**src/rtl/tmc_pkg.sv**
```systemverilog
// Package: shared encodings for the timing mode controller.
// Assumes: the codes below are the values seen on the top-level ports.
package tmc_pkg;
    localparam int MODE_W = 4;

    typedef enum logic [1:0] {
        L1_NORMAL = 2'd0,
        L1_DIV_A  = 2'd1,
        L1_DIV_B  = 2'd2
    } loop1_mode_t;

    typedef enum logic [2:0] {
        REF_CLK_FRAME = 3'd0,
        REF_CLK_ONLY  = 3'd1,
        REF_EXT_8K    = 3'd2,
        REF_LOOP1_8K  = 3'd3,
        REF_PIN_16K   = 3'd4
    } ref_src_t;
endpackage

```
**src/rtl/tmc_sync.sv**
```systemverilog
// Module: multi-stage register chain that brings an asynchronous bus into clk.
// Assumes: bus bits that change together are quasi-static (mode straps or a slow clock).
module tmc_sync #(
    parameter int W      = 4,
    parameter int STAGES = 2
) (
    input  logic         clk,
    input  logic         rst_n,
    input  logic [W-1:0] d_i,
    output logic [W-1:0] q_o
);
    logic [W-1:0] stage_q [STAGES];

    genvar g;
    generate
        for (g = 0; g < STAGES; g++) begin : g_stage
            // Shift one stage per clock, cleared by reset.
            always_ff @(posedge clk) begin
                if (!rst_n) stage_q[g] <= '0;
                else if (g == 0) stage_q[g] <= d_i;
                else stage_q[g] <= stage_q[(g == 0) ? 0 : g-1];
            end
        end
    endgenerate

    assign q_o = stage_q[STAGES-1];
endmodule

```
**src/rtl/tmc_mode_decode.sv**
```systemverilog
// Module: registered decode of the synchronised mode word into loop-1 mode,
// loop-2 reference code and shared-pin direction.
// Assumes: mode_i is already synchronous to clk; bit 3 is M0, bit 0 is M3.
module tmc_mode_decode
    import tmc_pkg::*;
(
    input  logic              clk,
    input  logic              rst_n,
    input  logic [MODE_W-1:0] mode_i,
    output loop1_mode_t       loop1_mode_o,
    output ref_src_t          ref_sel_o,
    output logic              pin_oe_o
);
    logic [1:0]  l1_bits;
    logic [1:0]  l2_bits;
    loop1_mode_t l1_next;
    ref_src_t    ref_next;
    logic        free_run;
    logic        oe_next;

    assign l1_bits = mode_i[3:2];
    assign l2_bits = mode_i[1:0];

    // First-loop mode from the two upper mode bits.
    always_comb begin
        unique case (l1_bits)
            2'b01:   l1_next = L1_DIV_A;
            2'b11:   l1_next = L1_DIV_B;
            default: l1_next = L1_NORMAL;
        endcase
    end

    // Second-loop reference; the upper bits matter only when both lower bits are set.
    always_comb begin
        free_run = 1'b0;
        unique case (l2_bits)
            2'b00: ref_next = REF_CLK_FRAME;
            2'b01,
            2'b10: ref_next = REF_CLK_ONLY;
            default: begin
                unique case (l1_bits)
                    2'b00: ref_next = REF_EXT_8K;
                    2'b10: begin
                        ref_next = REF_PIN_16K;
                        free_run = 1'b1;
                    end
                    default: ref_next = REF_LOOP1_8K;
                endcase
            end
        endcase
    end

    // The pin drives a frame pulse when M2 is set, except when it is the free-run input.
    assign oe_next = mode_i[1] & ~free_run;

    // Register all decoded outputs so they move only on a clock edge.
    always_ff @(posedge clk) begin
        if (!rst_n) begin
            loop1_mode_o <= L1_NORMAL;
            ref_sel_o    <= REF_CLK_FRAME;
            pin_oe_o     <= 1'b0;
        end else begin
            loop1_mode_o <= l1_next;
            ref_sel_o    <= ref_next;
            pin_oe_o     <= oe_next;
        end
    end
endmodule

```
**src/rtl/tmc_mod_divider.sv**
```systemverilog
// Module: synchronous modulo-DIV counter of input ticks with a one-cycle wrap pulse.
// Assumes: tick_i is a single-cycle strobe; counter is held at zero while en_i is low.
module tmc_mod_divider #(
    parameter int DIV = 193
) (
    input  logic clk,
    input  logic rst_n,
    input  logic en_i,
    input  logic tick_i,
    output logic pulse_o
);
    localparam int CW = $clog2(DIV + 1);
    localparam logic [CW-1:0] LAST = CW'(DIV - 1);

    logic [CW-1:0] cnt_q;
    logic          wrap;

    assign wrap = en_i && tick_i && (cnt_q == LAST);

    // Count ticks while enabled; clear whenever disabled so entry starts at zero.
    always_ff @(posedge clk) begin
        if (!rst_n || !en_i) cnt_q <= '0;
        else if (tick_i) cnt_q <= wrap ? '0 : cnt_q + 1'b1;
    end

    // Register the wrap strobe as the output pulse.
    always_ff @(posedge clk) begin
        if (!rst_n) pulse_o <= 1'b0;
        else pulse_o <= wrap;
    end
endmodule

```
**src/rtl/timing_mode_ctrl.sv**
```systemverilog
// Module: top of the timing mode controller. Synchronises the mode word and the
// slow line clock, decodes modes, and runs the two fixed-ratio dividers.
// Assumes: cv_in is much slower than clk (each level held for at least 3 cycles).
module timing_mode_ctrl
    import tmc_pkg::*;
#(
    parameter int DIV_A       = 193,
    parameter int DIV_B       = 256,
    parameter int SYNC_STAGES = 2
) (
    input  logic       clk,
    input  logic       rst_n,
    input  logic [3:0] mode_sel_i,
    input  logic       cv_in,
    output logic [1:0] loop1_mode_o,
    output logic [2:0] ref_sel_o,
    output logic       pin_oe_o,
    output logic       div_pulse_o
);
    localparam int NDIV = 2;
    localparam int DIV_TAB [NDIV] = '{DIV_A, DIV_B};

    logic [MODE_W-1:0] mode_sync;
    logic [0:0]        cv_sync;
    logic              cv_prev;
    logic              cv_rise;
    loop1_mode_t       l1_mode;
    ref_src_t          ref_sel;
    logic [NDIV-1:0]   div_en;
    logic [NDIV-1:0]   div_pulse;

    tmc_sync #(.W(MODE_W), .STAGES(SYNC_STAGES)) u_mode_sync (
        .clk   (clk),
        .rst_n (rst_n),
        .d_i   (mode_sel_i),
        .q_o   (mode_sync)
    );

    tmc_sync #(.W(1), .STAGES(SYNC_STAGES)) u_cv_sync (
        .clk   (clk),
        .rst_n (rst_n),
        .d_i   (cv_in),
        .q_o   (cv_sync)
    );

    // Hold the previous synchronised line-clock level for edge detection.
    always_ff @(posedge clk) begin
        if (!rst_n) cv_prev <= 1'b0;
        else cv_prev <= cv_sync[0];
    end

    assign cv_rise = cv_sync[0] & ~cv_prev;

    tmc_mode_decode u_decode (
        .clk          (clk),
        .rst_n        (rst_n),
        .mode_i       (mode_sync),
        .loop1_mode_o (l1_mode),
        .ref_sel_o    (ref_sel),
        .pin_oe_o     (pin_oe_o)
    );

    genvar g;
    generate
        for (g = 0; g < NDIV; g++) begin : g_div
            assign div_en[g] = (l1_mode == loop1_mode_t'(g + 1));
            tmc_mod_divider #(.DIV(DIV_TAB[g])) u_div (
                .clk     (clk),
                .rst_n   (rst_n),
                .en_i    (div_en[g]),
                .tick_i  (cv_rise),
                .pulse_o (div_pulse[g])
            );
        end
    endgenerate

    assign div_pulse_o  = |div_pulse;
    assign loop1_mode_o = l1_mode;
    assign ref_sel_o    = ref_sel;
endmodule

```
**config.mk**
```make
export PLATFORM = sky130hd
export DESIGN_NAME = timing_mode_ctrl
export DESIGN_NICKNAME = d
export VERILOG_FILES = /design/src/rtl/tmc_pkg.sv /design/src/rtl/tmc_sync.sv /design/src/rtl/tmc_mode_decode.sv /design/src/rtl/tmc_mod_divider.sv /design/src/rtl/timing_mode_ctrl.sv
export SDC_FILE = /design/constraint.sdc
export NUM_CORES = 1
export LEC_CHECK = 0
export BUFFER_PORTS_ARGS = -buffer_cell sky130_fd_sc_hd__buf_4
export CORE_MARGIN = 2
export CORE_UTILIZATION = 28
export CTS_CLUSTER_DIAMETER = 40
export DETAILED_ROUTE_END_ITERATION = 7
export PLACE_DENSITY = 0.54
export SLEW_MARGIN = 10
export SYNTH_ARGS = -nofsm -noshare
export SYNTH_HDL_FRONTEND = slang
export SYNTH_SLANG_ARGS = --single-unit
export TNS_END_PERCENT = 50
```
**constraint.sdc**
```tcl
create_clock -name clk -period 2.22 [get_ports clk]
set_clock_uncertainty 0.2 [all_clocks]
set_input_delay 0.111 -clock clk [delete_from_list [all_inputs] [get_ports clk]]
set_output_delay 0.111 -clock clk [all_outputs]
set_load 0.01 [all_outputs]
```
# [Yosys cells after proc, flatten, opt, wreduce, memory -nomap -nowiden]
# Memory sizes are Yosys's and may differ from the RTL's.
# Index checks and enable logic that the tools add are counted.
[op_classes] magnitude_cmp=0 n_eq_ne=9 reduce_logical=14 div=0 add_sub_neg=2 n_mul=0 n_mux=13 shift=0 n_bitwise=8
[ops] op="3-bit case mux with 2 select lines" n=2
[ops] op="9-bit by 1-bit adder with 9-bit output, second input constant" n=1
[ops] op="9-bit by 8-bit equality test with 1-bit output, second input constant" n=1
[ops] op="9-bit two-way mux" n=1
[ops] op="8-bit by 1-bit adder with 8-bit output, second input constant" n=1
[ops] op="2-bit equality test, second input constant" n=4
[ops] op="8-bit equality test, second input constant" n=1
[ops] op="4-bit two-way mux" n=2
[ops] op="8-bit two-way mux" n=1
[ops] op="2-bit by 1-bit equality test with 1-bit output, second input constant" n=3
[ops] op="1-bit two-way mux" n=6
[ops] op="1-bit logical AND" n=4
[ops] op="2-bit logical NOT" n=2
[ops] op="1-bit bitwise OR" n=4
[ops] op="2-bit case mux with 2 select lines" n=1
[ops] op="2-bit OR reduction" n=2
[ops] op="1-bit logical NOT" n=3
[ops] op="3-bit OR reduction" n=1
[ops] op="1-bit AND" n=2
[ops] op="1-bit logical OR" n=2
[ops] op="1-bit inverter" n=2
[totals] out_inout_bits=7 reg_bits=26 mem_bits_rw=10 mem_count=2 romBits=0 latchBits=0 in_bits=7
[mem_list] memory="u_mode_sync.stage_q" depth=2 word_bits=4 rd=2 rd_ports_with_merged_regs=0 write_ports=2 line_no="tmc_sync.sv:12" text="logic [W-1:0] stage_q [STAGES];"
[mem_list] memory="u_cv_sync.stage_q" depth=2 word_bits=1 rd=2 rd_ports_with_merged_regs=0 write_ports=2 line_no="tmc_sync.sv:12"

# [Longest topological paths before layout]
[depth] ltp_word=5 depth_mapped=6 ltp_nobuf=6

# [Cells and area by module]
# From an unflattened synthesis, not the netlist that was laid out.
[hier_totals] hier_cells=139 area_unflattened_um2=1413.9
[modules_own_cells] module="tmc_mod_divider (g_div[1].u_div)" instances=1 seq_area_each_um2=200.2 area_each_um2=452.9 cells_per_inst=47
[modules_own_cells] module="tmc_mod_divider (g_div[0].u_div)" instances=1 seq_area_each_um2=180.2 area_each_um2=431.7 cells_per_inst=47
[modules_own_cells] module="tmc_mode_decode" instances=1 seq_area_each_um2=120.1 area_each_um2=212.7 cells_per_inst=19
[modules_own_cells] module="tmc_sync (u_mode_sync)" instances=1 seq_area_each_um2=160.2 area_each_um2=210.2 cells_per_inst=16
[modules_own_cells] module="timing_mode_ctrl" instances=1 seq_area_each_um2=20.0 area_each_um2=53.8 cells_per_inst=6
[modules_own_cells] module="tmc_sync (u_cv_sync)" instances=1 seq_area_each_um2=40.0 area_each_um2=52.6 cells_per_inst=4

# [Worst setup path after synthesis]
# OpenSTA, ideal clock, no wires.
[synth_path] kind="flip-flop to flip-flop" from="register g_div[0].u_div.cnt_q[0]" to="register g_div[0].u_div.cnt_q[2]" t_required_ns=1.901 path_stages_with_launch=7 t_arrival_ns=1.282 setup_slack_ns=0.619 path_cell_list="dfxtp_1 > inv_1 > ha_1 > nand4b_1 > or4_4 > o21bai_4 > nor2_1"
[synth_via] elab_chain_len=3 word_cells_on_any_way=4 cone_classes="add/sub: 1; eq/ne: 1; mux: 1; reduce/logical: 1"
[synth_lines] item="start: declaration" line_no="tmc_mod_divider.sv:15" text="logic [CW-1:0] cnt_q;"
[synth_lines] item="start signal: assignment" line_no="tmc_mod_divider.sv:23" text="else if (tick_i) cnt_q <= wrap ? '0 : cnt_q + 1'b1;"
[synth_lines] item="branches (longest 2 deep; another with 8-bit by 1-bit adder with 8-bit output)"
[synth_lines] item="8-bit two-way mux (*)" line_no="tmc_mod_divider.sv:23"
# Mark *: on every way between the ends.
# A chain may end at the register's enable or synchronous reset.

# [Worst setup path in the final report]
[layout_path] from="register g_div[0].u_div.cnt_q[0]" to="register g_div[0].u_div.cnt_q[3]"
# The elaborated chain is that of the path after synthesis.

==> impl_metrics.csv <==
group,metric,value,unit
sta,report.final.slew_viol_count,0,
floorplanning,design.portCount,14,
placed_design,gp_routability_congestion,0.796,
synthesis,post_synth_instance_area,0.00135,mm²
power_and_ir_drop,internal-power,1.02,mW
sta,count_of_endpoints_failing_hold_in_the_final_timing_report,0,
clock_tree,ctsHtreeMaxLevel,2,
hold_path,min_path_cells,1,
power_and_ir_drop,power.density_cell_area,743,mW/mm²
critical_path,r2r-end,"g_div[0].u_div.cnt_q[3]",
clock_tree,cts_setup_buffers,0,
global_route,globalRouteOverflowTotal,0,
clock_tree,cts_tree,"built",
clock_tree,worstSkewPairLatency,0.29,ns
synthesis,synthAdderAreaFrac,3.72,%
global_route,grt_max_degree,21,
critical_path,cpPeakStageDelay,0.47,ns
flow_run,drv_cap,0,
cells_and_area,nets,176,
floorplanning,die_area,0.00537,mm²
hold_path,hold_class,"reg2reg",
synthesis,synth.net_count,148,
placed_design,io_buffer_count,13,
critical_path,cp_slowest_cell,"sky130_fd_sc_hd__or4_4",
routing,routed_wire_length_per_instance,10.5,µm
status,status,"finished clean",
floorplanning,rows,25,
sta,fin_crit_sh,77.9,%
routing,vias,982,
hold_path,min_to,"u_decode.loop1_mode_o[0]",
critical_path,timing.critical_path.max_delay_family,"simple AND/OR/NAND/NOR gates",
sta,max-slew-margin-rel,69.2,%
power_and_ir_drop,proportion_of_power_drawn_by_flip_flops_and_latches,51.8,%
synthesis,post_synth_xor_area_fraction,7.16,%
clock_tree,ctsLongestPathBuffers,2,
synthesis,ys_types,30,
synthesis,yosysTopAreaCell,"sky130_fd_sc_hd__dfxtp_1",
clock_tree,clock_buffer_count_from_cts,5,
floorplanning,die_span_in_y,73.3,µm
cells_and_area,area_delta_synth_final,27.8,%
routing,first_iter_violations,56,
sta,finish_stage_setup_viols,0,
clock_tree,postCtsResizedCells,0,
floorplanning,fp.coreArea,0.00469,mm²
power_and_ir_drop,clockPowerShare,44.4,%
sta,rsz0062_at_grt,"false",
synthesis,yosys_warnings,0,
floorplanning,die_w,73.3,µm
cells_and_area,fillerInstances,489,
synthesis,synth-seq-cells,36,
critical_path,r2r_depth,6,
synthesis,synth.mux.area_fraction,0.744,%
power_and_ir_drop,finalPower,1.28,mW
global_route,gr-usage-all-layers,10.6,%
global_route,grt_antenna_before_repair,0,
critical_path,required,2.19,ns
routing,final_routed_drc_violation_total,0,
synthesis,post-synth-top-area-fraction,53.6,%
synthesis,cells_after_synth,137,
critical_path,critPathKind,"reg2reg",
synthesis,avgSynthCellArea,9.82,µm²
synthesis,synth_top_family_by_area,"simple AND/OR/NAND/NOR gates",
cells_and_area,number_of_inserted_diodes,0,
synthesis,dominant_cells_by_area_after_synthesis,"sky130_fd_sc_hd__dfxtp_1 54%, sky130_fd_sc_hd__and2_1 5.1%, sky130_fd_sc_hd__nor2_1 4.2%",
critical_path,timing.reg2reg.setup_slack,0.49,ns
routing,route.final.wire_length,2300,µm
sta,max_slew.worst_pin.slew,0.462,ns
hold_path,worst_hold_startpoint,"u_mode_sync.stage_q[1][3]",
global_route,first_pass_grt_wire_length,4150,µm
power_and_ir_drop,p_sw,0.258,mW
clock_tree,clockRootBuffer,"sky130_fd_sc_hd__clkbuf_8",
routing,viasPerCell,4.46,
sta,timing.final.crit_period,1.73,ns
critical_path,crit-reg2reg-launch,"g_div[0].u_div.cnt_q[0]",
critical_path,timing.critical_path.to_type,"register",
routing,residual_antenna_violating_net_count_after_detailed_routing,0,
critical_path,crit_fanout,6,
power_and_ir_drop,power.leakage,0.650,nW
synthesis,synth-simple-area-share,28.0,%
global_route,via_count_of_the_first_global_routing_pass,930,
placed_design,place.detailed.hpwl,1630,µm
critical_path,cp_cell_sequence,"inv_1 -> ha_1 -> nand4b_1 -> or4_4 -> o21bai_4 -> nor2_1",
synthesis,synth.yosys.seq_area_share,53.6,%
sta,setup_total_negative_slack,0,ns
power_and_ir_drop,peakVddDrop,568,µV
cells_and_area,drive_above_1_share,15.1,%
critical_path,critPathBufInv,1,
critical_path,timing.critical_path.from_type,"register",
routing,first_pass_iters,4,
power_and_ir_drop,netSwitchingFraction,20.2,%
sta,maxClockFrequency,579,MHz
floorplanning,initial_utilization,28.7,%
critical_path,worstPathArrival,1.70,ns
clock_tree,clock_pin_slew_reported_for_the_worst_setup_and_hold_paths_after_clock_tree_synthesis,0.07,ns
clock_tree,cts_num_sinks,36,
power_and_ir_drop,comb_power_share,3.8,%
synthesis,synth_compound_area_share,5.02,%
## worst register-to-register path, delay by kind of cell (launching register included)
family,cells,cell delay (ns)
adders and majority gates,1,0.14
and+or+nand+nor,3,0.64
DFF,1,0.35
buffers and inverters,1,0.09
AOI/OAI and AO/OA,1,0.21
## cells by family (layout without fill, tap and decap cells)
group / count (synthesis) / after routing
xor+xnor: 11 / 11
simple gates: 70 / 70
buf+inv: 6 / 35
compound gates: 9 / 9
fa+ha+maj: 4 / 4
flops: 36 / 36
mux: 1 / 1
## metal layers
metal / routed length, µm / vias up / GRT usage [%]
li1: - / 514 / -
met2: 1090 / 16 / 16.3
met5: 0 / - / 0
met4: 65 / 0 / 6.67
met1: 1040 / 446 / 11.8
met3: 114 / 6 / 4.80
## cell usage after synthesis
cell,number
sky130_fd_sc_hd__and4b_1,1
sky130_fd_sc_hd__nor3_1,5
sky130_fd_sc_hd__or2_2,1
sky130_fd_sc_hd__inv_1,3
sky130_fd_sc_hd__buf_2,1
sky130_fd_sc_hd__buf_1,1
sky130_fd_sc_hd__mux2i_1,1
sky130_fd_sc_hd__nand4_1,4
sky130_fd_sc_hd__nand3b_1,2
sky130_fd_sc_hd__clkbuf_1,1
sky130_fd_sc_hd__a21oi_1,4
sky130_fd_sc_hd__o21ai_2,1
sky130_fd_sc_hd__or3_1,1
sky130_fd_sc_hd__and3b_1,1
sky130_fd_sc_hd__and3_1,4
sky130_fd_sc_hd__nand2_1,11
sky130_fd_sc_hd__and2_1,11
sky130_fd_sc_hd__nand4b_1,2
sky130_fd_sc_hd__o21bai_4,1
sky130_fd_sc_hd__o21ai_0,1
sky130_fd_sc_hd__nor2_1,15
sky130_fd_sc_hd__or4_4,1
sky130_fd_sc_hd__xnor2_1,5
sky130_fd_sc_hd__xor2_1,6
sky130_fd_sc_hd__nand2b_1,1
sky130_fd_sc_hd__nand3_1,7
sky130_fd_sc_hd__nor2b_1,3
sky130_fd_sc_hd__o31ai_1,2
sky130_fd_sc_hd__ha_1,4
sky130_fd_sc_hd__dfxtp_1,36
## registers in the layout, summed over array words and instances (netlist names)
signal and count:
u_decode.ref_sel_o 3, u_decode.pin_oe_o 1, u_cv_sync.stage_q 2, g_div.u_div.pulse_o 2, u_decode.loop1_mode_o 2, cv_prev 1, u_mode_sync.stage_q 8, g_div.u_div.cnt_q 17
## power by group through the flow
stage                     Combinational [mW]  Sequential (mW)  Clock, mW
after floorplan                       0.0187            0.676          0
final                                 0.0481            0.661      0.567
after global routing                  0.0537            0.662      0.619
after CTS                             0.0485            0.661      0.583
after global placement                0.0329            0.676          0
after detailed placement              0.0334            0.676          0
## per-stage QoR
stage,hold WS (ns),util (%),setup slack [ns],cells,cell area [µm²]
5_1_grt,0.241,36.6,0.335,220,1720
6_report,0.221,36.6,0.492,220,1720
2_1_floorplan,0.0327,-,0.619,137,1350
4_1_cts,0.226,36.6,0.477,220,1720
3_3_place_gp,0.115,31.9,0.531,201,1500
3_5_place_dp,0.122,31.9,0.496,201,1500
## timing repair
action / 4_1_cts / 5_1_grt
endpoints found under the hold margin: 16 / 0
setup endpoints to repair: 0 / 0
hold buffers: 11 / 0
## worst max-delay path by stage
stage	cells after the start	slack, ns	from	to
final	6	0.49	g_div[0].u_div.cnt_q[0]	g_div[0].u_div.cnt_q[3]
after global placement	6	0.53	g_div[0].u_div.cnt_q[0]	g_div[0].u_div.cnt_q[3]
after detailed placement	6	0.50	g_div[0].u_div.cnt_q[0]	g_div[0].u_div.cnt_q[3]
after CTS	6	0.48	g_div[0].u_div.cnt_q[0]	g_div[0].u_div.cnt_q[3]
after global routing	6	0.33	g_div[0].u_div.cnt_q[0]	g_div[0].u_div.cnt_q[7]
after floorplan	6	0.62	g_div[0].u_div.cnt_q[0]	g_div[0].u_div.cnt_q[2]
## layout by cell type (no fill, tap or decap), drive strengths merged, types with 2 or more instances in the layout
cell	instances
xnor2	5
nor2	15
inv	3
nor3	5
dlygate4sd3	11
buf	13
nand4b	2
and2	11
nor2b	3
clkbuf	5
o31ai	2
a21oi	4
dfxtp	36
xor2	6
and3	4
nand3b	2
nand2	11
nand3	7
ha	4
o21ai	2
nand4	4
## final cells by class
cell class,instances,area [µm²],share of cell area (%)
Sequential cell,36,721,41.9
Multi-Input combinational cell,95,601,34.9
Timing Repair Buffer,24,208,12.1
Clock buffer,5,68.8,4.00
Tap cell,54,67.6,3.93
Clock inverter,3,42.5,2.47
Inverter,3,11.3,0.655
Note: power is estimated with default switching activity, not from simulation.
